### config.mk
export PLATFORM = sky130hd
export DESIGN_NAME = dbg_halt_ctl
export DESIGN_NICKNAME = d
export VERILOG_FILES = /design/src/rtl/dbg_halt_ctl.sv
export SDC_FILE = /design/constraint.sdc
export NUM_CORES = 1
export LEC_CHECK = 0
export ABC_AREA = 1
export BUFFER_PORTS_ARGS = -buffer_cell sky130_fd_sc_hd__buf_2
export CAP_MARGIN = 5
export CORE_ASPECT_RATIO = 0.75
export CORE_MARGIN = 8
export CORE_UTILIZATION = 49
export CTS_BUF_LIST = sky130_fd_sc_hd__clkbuf_8
export DETAILED_ROUTE_END_ITERATION = 16
export MAX_ROUTING_LAYER = met4
export PLACE_DENSITY = 0.82
export SYNTH_ARGS = -nofsm -noshare
export SYNTH_HDL_FRONTEND = slang
export SYNTH_SLANG_ARGS = --single-unit
export TNS_END_PERCENT = 30
### constraint.sdc
create_clock -name clk -period 1.7 [get_ports clk]
set_clock_uncertainty 0.15 [all_clocks]
set_input_delay 0.34 -clock clk [delete_from_list [all_inputs] [get_ports clk]]
set_output_delay 0.34 -clock clk [all_outputs]
set_load 0.005 [all_outputs]
### src/rtl/dbg_halt_ctl.sv
module dbg_halt_ctl #(
  parameter int          SELW = 7,
  parameter logic [15:0] KEY  = 16'hA05F
) (
  input  logic            clk,
  input  logic            por_n,
  input  logic            core_rst_n,
  input  logic [1:0]      bus_addr,
  input  logic            bus_we,
  input  logic [31:0]     bus_wdata,
  output logic [31:0]     bus_rdata,
  output logic            core_halt_req,
  output logic            core_step_req,
  input  logic            core_halted,
  input  logic            core_retired,
  output logic            rf_req,
  output logic            rf_we,
  output logic [SELW-1:0] rf_sel,
  output logic [31:0]     rf_wdata,
  input  logic [31:0]     rf_rdata,
  input  logic            rf_ack
);

  localparam int PADW = 16 - SELW;

  logic            dbg_en, halt_bit, step_q, step_busy, catch_q;
  logic            ready, req_q, dir_q;
  logic [SELW-1:0] sel_q;
  logic [31:0]     data_q;

  wire ctrl_wr = bus_we && bus_addr == 2'd0 && bus_wdata[31:16] == KEY;
  wire sel_wr  = bus_we && bus_addr == 2'd1;
  wire data_wr = bus_we && bus_addr == 2'd2;
  wire cat_wr  = bus_we && bus_addr == 2'd3;
  wire step_ok = bus_wdata[0] && bus_wdata[1] && bus_wdata[2] && core_halted && !step_busy;
  wire xfer_ok = sel_wr && ready && core_halted && dbg_en;

  assign core_halt_req = dbg_en & halt_bit;
  assign core_step_req = step_q;
  assign rf_req        = req_q;
  assign rf_we         = dir_q;
  assign rf_sel        = sel_q;
  assign rf_wdata      = data_q;

  always_ff @(posedge clk or negedge por_n) begin
    if (!por_n) begin
      dbg_en    <= 1'b0;
      halt_bit  <= 1'b0;
      step_q    <= 1'b0;
      step_busy <= 1'b0;
      catch_q   <= 1'b0;
    end else begin
      step_q <= 1'b0;
      if (core_retired) step_busy <= 1'b0;
      if (ctrl_wr) begin
        dbg_en   <= bus_wdata[0];
        halt_bit <= bus_wdata[1];
        if (step_ok) begin
          step_q    <= 1'b1;
          step_busy <= 1'b1;
        end
      end
      if (cat_wr) catch_q <= bus_wdata[0];
      if (!core_rst_n && catch_q && dbg_en) halt_bit <= 1'b1;
    end
  end

  always_ff @(posedge clk or negedge por_n) begin
    if (!por_n) begin
      ready  <= 1'b1;
      req_q  <= 1'b0;
      dir_q  <= 1'b0;
      sel_q  <= '0;
      data_q <= '0;
    end else if (req_q) begin
      if (rf_ack) begin
        req_q <= 1'b0;
        ready <= 1'b1;
        if (!dir_q) data_q <= rf_rdata;
      end
    end else begin
      if (data_wr) data_q <= bus_wdata;
      if (xfer_ok) begin
        sel_q <= bus_wdata[SELW-1:0];
        dir_q <= bus_wdata[16];
        req_q <= 1'b1;
        ready <= 1'b0;
      end
    end
  end

  logic [31:0] rd_mux;
  always_comb begin
    case (bus_addr)
      2'd0:    rd_mux = {14'd0, core_halted, ready, 13'd0, 1'b0, halt_bit, dbg_en};
      2'd1:    rd_mux = {15'd0, dir_q, {PADW{1'b0}}, sel_q};
      2'd2:    rd_mux = data_q;
      default: rd_mux = {31'd0, catch_q};
    endcase
  end

  always_ff @(posedge clk or negedge por_n) begin
    if (!por_n) bus_rdata <= '0;
    else        bus_rdata <= rd_mux;
  end

  a_r5_step_needs_halt: assert property (@(posedge clk) disable iff (!por_n)
    core_step_req |-> core_halt_req);
  a_r5_step_single: assert property (@(posedge clk) disable iff (!por_n)
    core_step_req |=> !core_step_req);
  a_r6_req_steady: assert property (@(posedge clk) disable iff (!por_n)
    rf_req && !rf_ack |=> rf_req && $stable(rf_sel) && $stable(rf_we));
  a_r6_busy_not_ready: assert property (@(posedge clk) disable iff (!por_n)
    rf_req |-> !ready);
  a_r3_no_key_no_change: assert property (@(posedge clk) disable iff (!por_n)
    bus_we && bus_addr == 2'd0 && bus_wdata[31:16] != KEY && core_rst_n
    |=> $stable(dbg_en) && $stable(halt_bit));
  a_r9_catch_holds: assert property (@(posedge clk) disable iff (!por_n)
    $rose(core_rst_n) && catch_q && dbg_en |-> core_halt_req);

endmodule

=== After elaboration in Yosys (flattened, before gate mapping) ===
Index checks and enable logic that the tools add are counted.

* Muxes and demuxes: 18
* Reductions and logical operators: 23
* Bitwise gates (word level): 2
* Equality and inequality tests: 6

{| class="wikitable"
|+ Operator list
! kind !! count
|-
| $mux W32 || 4
|-
| $pmux W32 S3 || 1
|-
| $eq A16 B16 Y1 const B || 1
|-
| $logic_and A1 B1 Y1 || 14
|-
| $mux W1 || 13
|-
| $reduce_bool A2 Y1 || 3
|-
| $eq A2 B2 Y1 const B || 2
|-
| $ne A2 B2 Y1 const B || 2
|-
| $reduce_and A2 Y1 || 2
|-
| $reduce_and A3 Y1 || 1
|-
| $eq A2 B1 Y1 const B || 1
|-
| $logic_not A1 Y1 || 2
|-
| $logic_not A2 Y1 || 1
|-
| $and A1 B1 Y1 || 1
|-
| $not A1 Y1 || 1
|}

* Logic and storage cells: 60
* Bits in registers: 79
* Input bits: 73
* Output and inout port bits: 75

=== Longest topological paths before layout ===
Gate-level depths: netlist (run 1).

* Depth in word-level cells: 7
* Mapped depth: 7
* Mapped depth without buffers: 7

=== Worst setup path after synthesis (run 1) ===
No wires, ideal clock.

* Path type: register to register
* Start: register req_q, in the netlist rf_req
* End: register ready
* Slack: 0.276 ns
* Buffers on the path: 1
* Library setup time: 0.080 ns
* Data arrival time: 1.195 ns
* Cell stages (with the launch flop): 8
* Required time: 1.470 ns
* Path through: dfrtp_1 > inv_2 > nand2_2 > nor2_2 > nand4_2 > buf_6 > nand3_1 > nand2_1

* Longest elaborated chain between the ends: 2

{| class="wikitable"
|+ Ends and longest elaborated chain
! element !! line !! text
|-
| from (decl) || 27 || <nowiki>logic ready, req_q, dir_q;</nowiki>
|-
| from (signal assigned) || 71 || <nowiki>req_q <= 1'b0;</nowiki>
|-
| from (signal assigned) || 77 || <nowiki>req_q <= 1'b0;</nowiki>
|-
| from (signal assigned) || 86 || <nowiki>req_q <= 1'b1;</nowiki>
|-
| $ne A2 B2 Y1 (no source line) or $reduce_bool A2 Y1 (tied branches) || -- ||
|-
| $reduce_and A2 Y1 (no source line) || -- ||
|-
| to (signal assigned) || 70 || <nowiki>ready <= 1'b1;</nowiki>
|-
| to (signal assigned) || 78 || <nowiki>ready <= 1'b1;</nowiki>
|-
| to (signal assigned) || 87 || <nowiki>ready <= 1'b0;</nowiki>
|-
| to (decl) || 27 ||
|}

Several ways; a longest one is shown, not always the timed one.
A chain may end at the register's enable or synchronous reset.

=== Worst setup path in the final report (run 1) ===
* Start: register req_q, in the netlist rf_req
* End: output rf_req

{| class="wikitable"
|+ RTL lines
! element !! line !! text
|-
| to (decl) || 16 || <nowiki>output logic rf_req,</nowiki>
|}

No word-level cell between the ends.

==> out/qor.yml, run 1 <==
grt_max_degree: 43
worstReg2RegStart: "rf_req"
drc: 0
viasPerCell: 4.831
ys_warn_count: 0
finalHoldViolCount: 0
postRouteAntennaNets: 0
dp_hpwl_um: 7467
synthCells: 413
cap_violations: 0
power_density_nw_per_um2: 1194
drt_iter0_markers: 153
place_ws_ps: 198.2
antenna_found_initial: 0
seq_area_um2: 1979
grt.busiest_layer: "met2"
port_buffers: 147
grt_pass1_wl_um: 15340
netlist_area_um2: 3446
grtUsageTotal_pct: 20.35
cts_setup_buffers: 0
synth-seq-cells: 79
tightestPinTransition_ps: 360.8
row_count: 26
ir_drop_mv: 0.6059
crit_start: "rf_req"
min_path_type: "in -> reg"
fin_setup_tns_ps: 0
status: "completed"
use_met3_pct: 6.544
end_kind: "output pin"
max_freq_mhz: 627.1
max_slew_margin_pct: 75.94
cts_buffers: 9
cts-resized-gates: 0
finalCritPeriodShare_pct: 93.80
drive_above_1_share_pct: 33.10
routedWlPerCell_um: 14.81
power_leakage_uw: 0.002532
slew_viol_final: 0
synth_nets: 486
ios: 148
synth_top_area_cell: "dfrtp_1"
finalWorstSetupSlack_ps: 105.5
period_needed_ps: 1595
first_pass_iters: 7
fp.coreArea_um2: 6799
htreeDepth: 3
vias: 3164
critical_path.max_fanout: 11
nets: 640
crit_required_ps: 1210
met2_usage_pct: 32.23
clockBufferDepth: 2
cts_tree: "done"
yosysUniqueCellTypes: 25
synth_top_cell_area_share_pct: 56.64
clkSinkCount: 79
worstHoldStart: "rf_ack"
nFillCells: 580
rsz0062_at_grt: "no"
cp_data_arrival_time_ps: 1100
mostFrequentLayoutCell: "buf_2"
most-common-layout-cells: "146 x buf_2, 134 x nand2_1, 77 x dfrtp_1"
die_y_um: 88.63
path_clk_slew_ps: 80
setup_viol: 0
drt-total-wl_um: 9699
die-area_um2: 10000
yosysSeqAreaShare_pct: 57.41
insertion_delay_ps: 340
grt_pass1_vias: 3203
antenna_cells: 0
grt-ovfl-total: 0
worstSetupStartpointType: "flip-flop"
start_util_pct: 50.68
postSynthAreaPerCell_um2: 8.343
gp_congestion: 0.8707
critPathKind: "reg -> out"
whs_ps: 53.03
grtUsageMet1_pct: 24.51
multiInputGateArea_um2: 1159
root_buffer: "clkbuf_8"
yosys-top-cells-area: "dfrtp_1 57%, nand2_1 15%, o21ai_0 8.3%, inv_1 6.3%, nor2_1 3.9%"
area_growth_pct: 32.14
die_w_um: 112.8
critical path, stage by stage (launching register included):
cell and delay, ps:
dfrtp_2 450, buf_4 180, buf_2 130
synth_stat cells:
cell and instances:
nand2_1 134, dfrtp_1 78, inv_1 58, o21ai_0 57, nor2_1 36, o21ai_2 8, nand3_1 6, nand4_1 6
clkbuf_1 5, buf_2 4, buf_4 3, clkbuf_2 3, o211ai_1 2, o21ai_1 2, a21oi_1 1, buf_6 1
dfstp_2 1, inv_2 1, nand2_2 1, nand3b_1 1, nand4_2 1, nor2_2 1, o2111ai_1 1, o22ai_4 1
or2_2 1
final cells by class:
class                      count  area share (%)
clock buffer                  10           3.023
timing repair buffer         159           19.07
tap                           84           2.308
inverter                      59           4.864
clock inverter                 5           1.814
sequential                    79           43.47
multi-input combinational    259           25.45
flip-flops by register name, summed over array words and instances, names as in the netlist:
register       cells
rf_sel             7
catch_q            1
rf_wdata          32
rf_req             1
bus_rdata         32
rf_we              1
halt_bit           1
ready              1
dbg_en             1
core_step_req      1
step_busy          1
per-layer routing:
layer	vias up	wire, um
met3	8	698
li1	1578	-
met1	1463	4403
met4	0	93
met2	115	4503
met5	-	0
through the flow:
| stage | instances | power (uW) | area (um^2) | util (%) |
|---|---|---|---|---|
| 2_1_floorplan | 413 | 3187 | 3446 | - |
| 3_3_place_gp | 639 | 3916 | 4323 | 63.58 |
| 3_5_place_dp | 639 | 3970 | 4323 | 63.58 |
| 4_1_cts | 655 | 5514 | 4553 | 66.97 |
| 5_1_grt | 655 | 5802 | 4553 | 66.97 |
| 6_report | 655 | 5438 | 4553 | 66.97 |
final timing paths:
kind,to,slack (ps),cells after the start
setup / recovery,rf_req,110,2
hold / removal,rf_req,50,2
setup reg to reg,rf_sel[2],250,7
hold reg to reg,ready,350,2
max in group asynchronous,ready,500,3
min in group asynchronous,rf_sel[5],300,2
power by group:
part / switching (uW) / internal [uW] / total [uW] / leakage (uW)
Combinational: 734 / 604 / 1340 / 0.00142
Clock: 669 / 858 / 1530 / 0.000101
Sequential: 250 / 2320 / 2570 / 0.00101
repair_timing:
action,CTS,global route
hold buffers,1,0
hold endpoints to repair,26,0
setup endpoints to repair,0,0
logic make-up (layout without fill, tap and decap cells):
| kind of cell | after synthesis | after routing | share of synthesized area, % |
|---|---|---|---|
| AOI/OAI and AO/OA | 72 | 72 | 12.02 |
| buffers and inverters | 75 | 233 | 8.969 |
| DFF | 79 | 79 | 57.41 |
| and+or+nand+nor | 187 | 187 | 21.61 |
(Power assumes the default switching activity.)
==> run 2, diff against run 1 <==
- MAX_ROUTING_LAYER: met4 -> not set
- clock period: 1.7 -> 1.5 ns (I/O delays scaled with it)
==> run 2 against run 1 <==
Effect of this change:
- the run now ends with setup timing left
- utilization is 4.6 points higher
- first-iteration DRC count is 22% higher
- via count is 6.8% higher
- design area is 6.8% higher
- worst setup slack worse by 130 ps
==> out/qor.yml, run 2 (synthesis results as in run 1) <==
worstHoldStart: "rf_ack"
vias: 3379
nFillCells: 517
path_cells: "buf_6 > inv_4 > nand2_4 > o22ai_4 > buf_12 > clkbuf_16 > o21ai_0"
finalHoldViolCount: 0
p_int_uw: 4524
power_leakage_uw: 0.002677
row_count: 26
clockBufferDepth: 2
cap_violations: 0
crit_slowest_cell: "dfrtp_2"
mostFrequentLayoutCell: "buf_2"
rsz0062_at_grt: "yes"
p_seq_share_pct: 45.0
drive_above_1_share_pct: 35.79
drt-total-wl_um: 11110
grt_pass1_wl_um: 16600
seq_area_um2: 1981
path_delay_family: "buffers and inverters"
antenna_found_initial: 0
grt-ovfl-total: 0
multiInputGateArea_um2: 1199
worstReg2RegStart: "rf_req"
path_clk_slew_ps: 70
viasPerCell: 5.058
crit_start: "rf_req"
fin_setup_tns_ps: -71.15
drc: 0
final_util_pct: 71.53
cts_tree: "done"
finalCritPeriodShare_pct: 101.4
worstReg2RegEnd: "rf_wdata[16]"
cpPeakStageDelay_ps: 440
p_clk_share_pct: 28.7
grt_pass1_vias: 3396
worstSetupStartpointType: "flip-flop"
nets: 652
first_pass_iters: 7
crit_required_ps: 1580
tightestPinTransition_ps: 383.2
ios: 148
status: "finished, violations left"
grtUsageTotal_pct: 21.18
finalWorstSetupSlack_ps: -20.36
cts_buffers: 9
antenna_cells: 0
critPathKind: "reg -> reg"
drt_iter0_markers: 186
grt_max_degree: 45
postRouteAntennaNets: 0
critical_path.max_fanout: 11
max_freq_mhz: 657.7
dp_cells: 640
power.switching_uw: 1996
p_comb_share_pct: 26.3
port_buffers: 147
swShare_pct: 30.61
fp.coreArea_um2: 6799
end_kind: "flip-flop"
holdPathStages: 2
violations: "setup timing"
slew_viol_final: 0
cp_data_arrival_time_ps: 1600
die_w_um: 112.8
period_needed_ps: 1520
gp_congestion: 0.8800
max_slew_margin_pct: 74.45
htreeDepth: 3
ir_drop_mv: 0.7121
die-area_um2: 10000
clkSinkCount: 79
r2r_slack_ps: -20
min_path_type: "in -> reg"
insertion_delay_ps: 360
setup_viol: 9
cp_num_cells: 7
r2r_cells: 7
die_y_um: 88.63
most-common-layout-cells: "145 x buf_2, 128 x nand2_1, 76 x dfrtp_1"
routedWlPerCell_um: 16.63
root_buffer: "clkbuf_8"
area_growth_pct: 41.14
fin_cells: 668
power_density_nw_per_um2: 1341
dp_hpwl_um: 7651
start_util_pct: 50.68
crit_buf_inv: 4
setup.worst_path.end: "rf_wdata[16]"
[run 2: cell count changes in the layout (fill, tap and decap cells not counted), sizes merged]
cell	delta
buf	+7
clkbuf	+3
clkinvlp	-2
inv	+2
bufbuf	+1
bufinv	+1
clkinv	+1
[run 2: power by group through the flow]
stage / Sequential (uW) / Clock (uW) / Combinational [uW]
4_1_cts: 2920 / 1900 / 1600
5_1_grt: 2990 / 2000 / 1910
3_5_place_dp: 2960 / 0 / 1560
2_1_floorplan: 2980 / 0 / 635
6_report: 2930 / 1870 / 1710
3_3_place_gp: 2950 / 0 / 1510
[run 2: repair_timing]
item | CTS | global route
hold buffers | 1 | 0
setup buffers | 4 | 1
pin swaps | 0 | 2
hold endpoints to repair | 43 | 0
resized for setup | 3 | 32
cloned | 1 | 5
endpoints found under the setup margin | 1 | 42
[run 2: metal layers]
metal / routed length (um) / vias up / track usage, %
li1: - / 1614 / -
met1: 4657 / 1568 / 24.84
met2: 5165 / 176 / 35.54
met3: 1075 / 21 / 8.180
met4: 214 / 0 / 6.585
met5: 0 / - / 0
[run 2: stage by stage]
| step | total power [uW] | cell area, um^2 | worst slack [ps] | hold slack (ps) |
|---|---|---|---|---|
| after floorplan | 3612 | 3446 | 75.72 | -145.6 |
| after global placement | 4452 | 4343 | 108.7 | 65.26 |
| after CTS | 6428 | 4666 | -1.714 | 17.64 |
| final | 6520 | 4863 | -20.36 | 44.46 |
| after global routing | 6899 | 4863 | -69.12 | 42.34 |
| after detailed placement | 4512 | 4343 | 71.22 | 75.69 |
[run 2: area by class of cell]
class | instances | area share, %
clock buffer | 9 | 2.547
sequential | 79 | 40.73
clock inverter | 7 | 2.341
multi-input combinational | 259 | 24.65
inverter | 59 | 4.605
timing repair buffer | 171 | 22.97
tap | 84 | 2.161
[run 2: worst min path at each step]
stage | endpoint | slack, ps
detailed placement | bus_rdata[11] | 80
finish | rf_req | 40
global placement | bus_rdata[11] | 70
CTS | rf_req | 20
floorplan | bus_rdata[0] | -150
global route | rf_sel[3] | 40
==> run 3, diff against run 2 <==
- RECOVER_POWER: not set -> 50
==> run 3 against run 2 <==
Effect of this change:
- the run still ends with setup timing left
- sequential share of layout area rose by 0.20 points
- non-clock buffer count stayed put
- fmax about the same
==> out/qor.yml, run 3 (synthesis results as in run 1) <==
status: "finished, violations left"
violations: "setup timing"
postRouteAntennaNets: 0
end_kind: "flip-flop"
die_y_um: 88.63
port_buffers: 147
routedWlPerCell_um: 16.64
crit_start: "rf_req"
worstSetupStartpointType: "flip-flop"
drc: 0
path_clk_slew_ps: 70
row_count: 26
finalPower_uw: 6511
drive_above_1_share_pct: 35.45
htreeDepth: 3
grt_pass1_vias: 3396
fp.coreArea_um2: 6799
critical_path.max_fanout: 11
rsz0062_at_grt: "yes"
cpPeakStageDelay_ps: 440
cp_data_arrival_time_ps: 1600
grt-ovfl-total: 0
worstHoldStart: "rf_ack"
crit_required_ps: 1580
power_leakage_uw: 0.002666
tightestPinTransition_ps: 574.5
crit_buf_inv: 4
cap_violations: 0
die-area_um2: 10000
grt_max_degree: 45
crit_slowest_cell: "dfrtp_2"
drt-total-wl_um: 11110
nets: 652
critPathKind: "reg -> reg"
mostFrequentLayoutCell: "buf_2"
antenna_cells: 0
power_density_nw_per_um2: 1346
path_cells: "buf_6 > inv_4 > nand2_4 > o22ai_4 > buf_12 > clkbuf_16 > o21ai_0"
gp_congestion: 0.8800
area_growth_pct: 40.38
insertion_delay_ps: 360
slew_viol_final: 0
cts_buffers: 9
whs_ps: 43.42
grtUsageTotal_pct: 21.18
max_freq_mhz: 657.5
die_w_um: 112.8
vias: 3392
grt_pass1_wl_um: 16600
root_buffer: "clkbuf_8"
drt_iter0_markers: 186
most-common-layout-cells: "144 x buf_2, 128 x nand2_1, 77 x dfrtp_1"
max_slew_margin_pct: 61.70
first_pass_iters: 5
ir_drop_mv: 0.7121
ios: 148
dp_hpwl_um: 7651
setup_viol: 9
finalWorstSetupSlack_ps: -20.85
start_util_pct: 50.68
cts_tree: "done"
period_needed_ps: 1521
path_delay_family: "buffers and inverters"
clkSinkCount: 79
min_path_type: "in -> reg"
antenna_found_initial: 0
viasPerCell: 5.078
worstReg2RegStart: "rf_req"
finalCritPeriodShare_pct: 101.4
finalHoldViolCount: 0
clockBufferDepth: 2
[run 3: final cells by class]
type	count	area, um^2
timing repair buffer	171	1092
sequential	79	1979
clock buffer	9	123.9
multi-input combinational	259	1199
tap	84	105.1
inverter	59	224.0
fill	525	1962
clock inverter	7	113.9
[run 3: worst paths after layout]
| kind | to | slack, ps | depth (start not counted) |
|---|---|---|---|
| worst max-delay path | rf_wdata[16] | -20 | 7 |
| worst min-delay path | rf_req | 40 | 2 |
| worst max register to register | rf_wdata[16] | -20 | 7 |
| worst min register to register | bus_rdata[5] | 360 | 2 |
| max in group asynchronous | core_step_req | 140 | 3 |
| min in group asynchronous | rf_wdata[11] | 320 | 2 |
[run 3: metrics by stage]
step                util (%)  std cells  TNS [ps]  setup slack [ps]  area [um^2]
global placement       63.88        640         0             108.7         4343
CTS                    68.62        662    -1.714            -1.714         4666
finish                 71.14        668    -63.51            -20.85         4837
global route           71.14        668     -1537            -69.12         4837
floorplan                  -        413         0             75.72         3446
detailed placement     63.88        640         0             71.22         4343
[run 3: metal layers]
layer | vias to the layer above | track usage [%] | wire (um)
met3 | 21 | 8.180 | 1002
met4 | 0 | 6.585 | 227
met1 | 1582 | 24.84 | 4679
met2 | 173 | 35.54 | 5204
li1 | 1616 | - | -
met5 | - | 0 | 0
[run 3: what timing repair did]
item                                    4_1_cts  5_1_grt
gates cloned                                  1        5
pin swaps                                     0        2
buffers inserted                              4        1
endpoints found under the setup margin        1       42
gates resized for setup                       3       32
endpoints found under the hold margin        43        0
hold buffers                                  1        0
[run 3: power by group]
group,switching [uW],leakage (uW),internal [uW]
clock network,776,0.000122,1100
logic,916,0.00153,788
registers,303,0.00101,2630
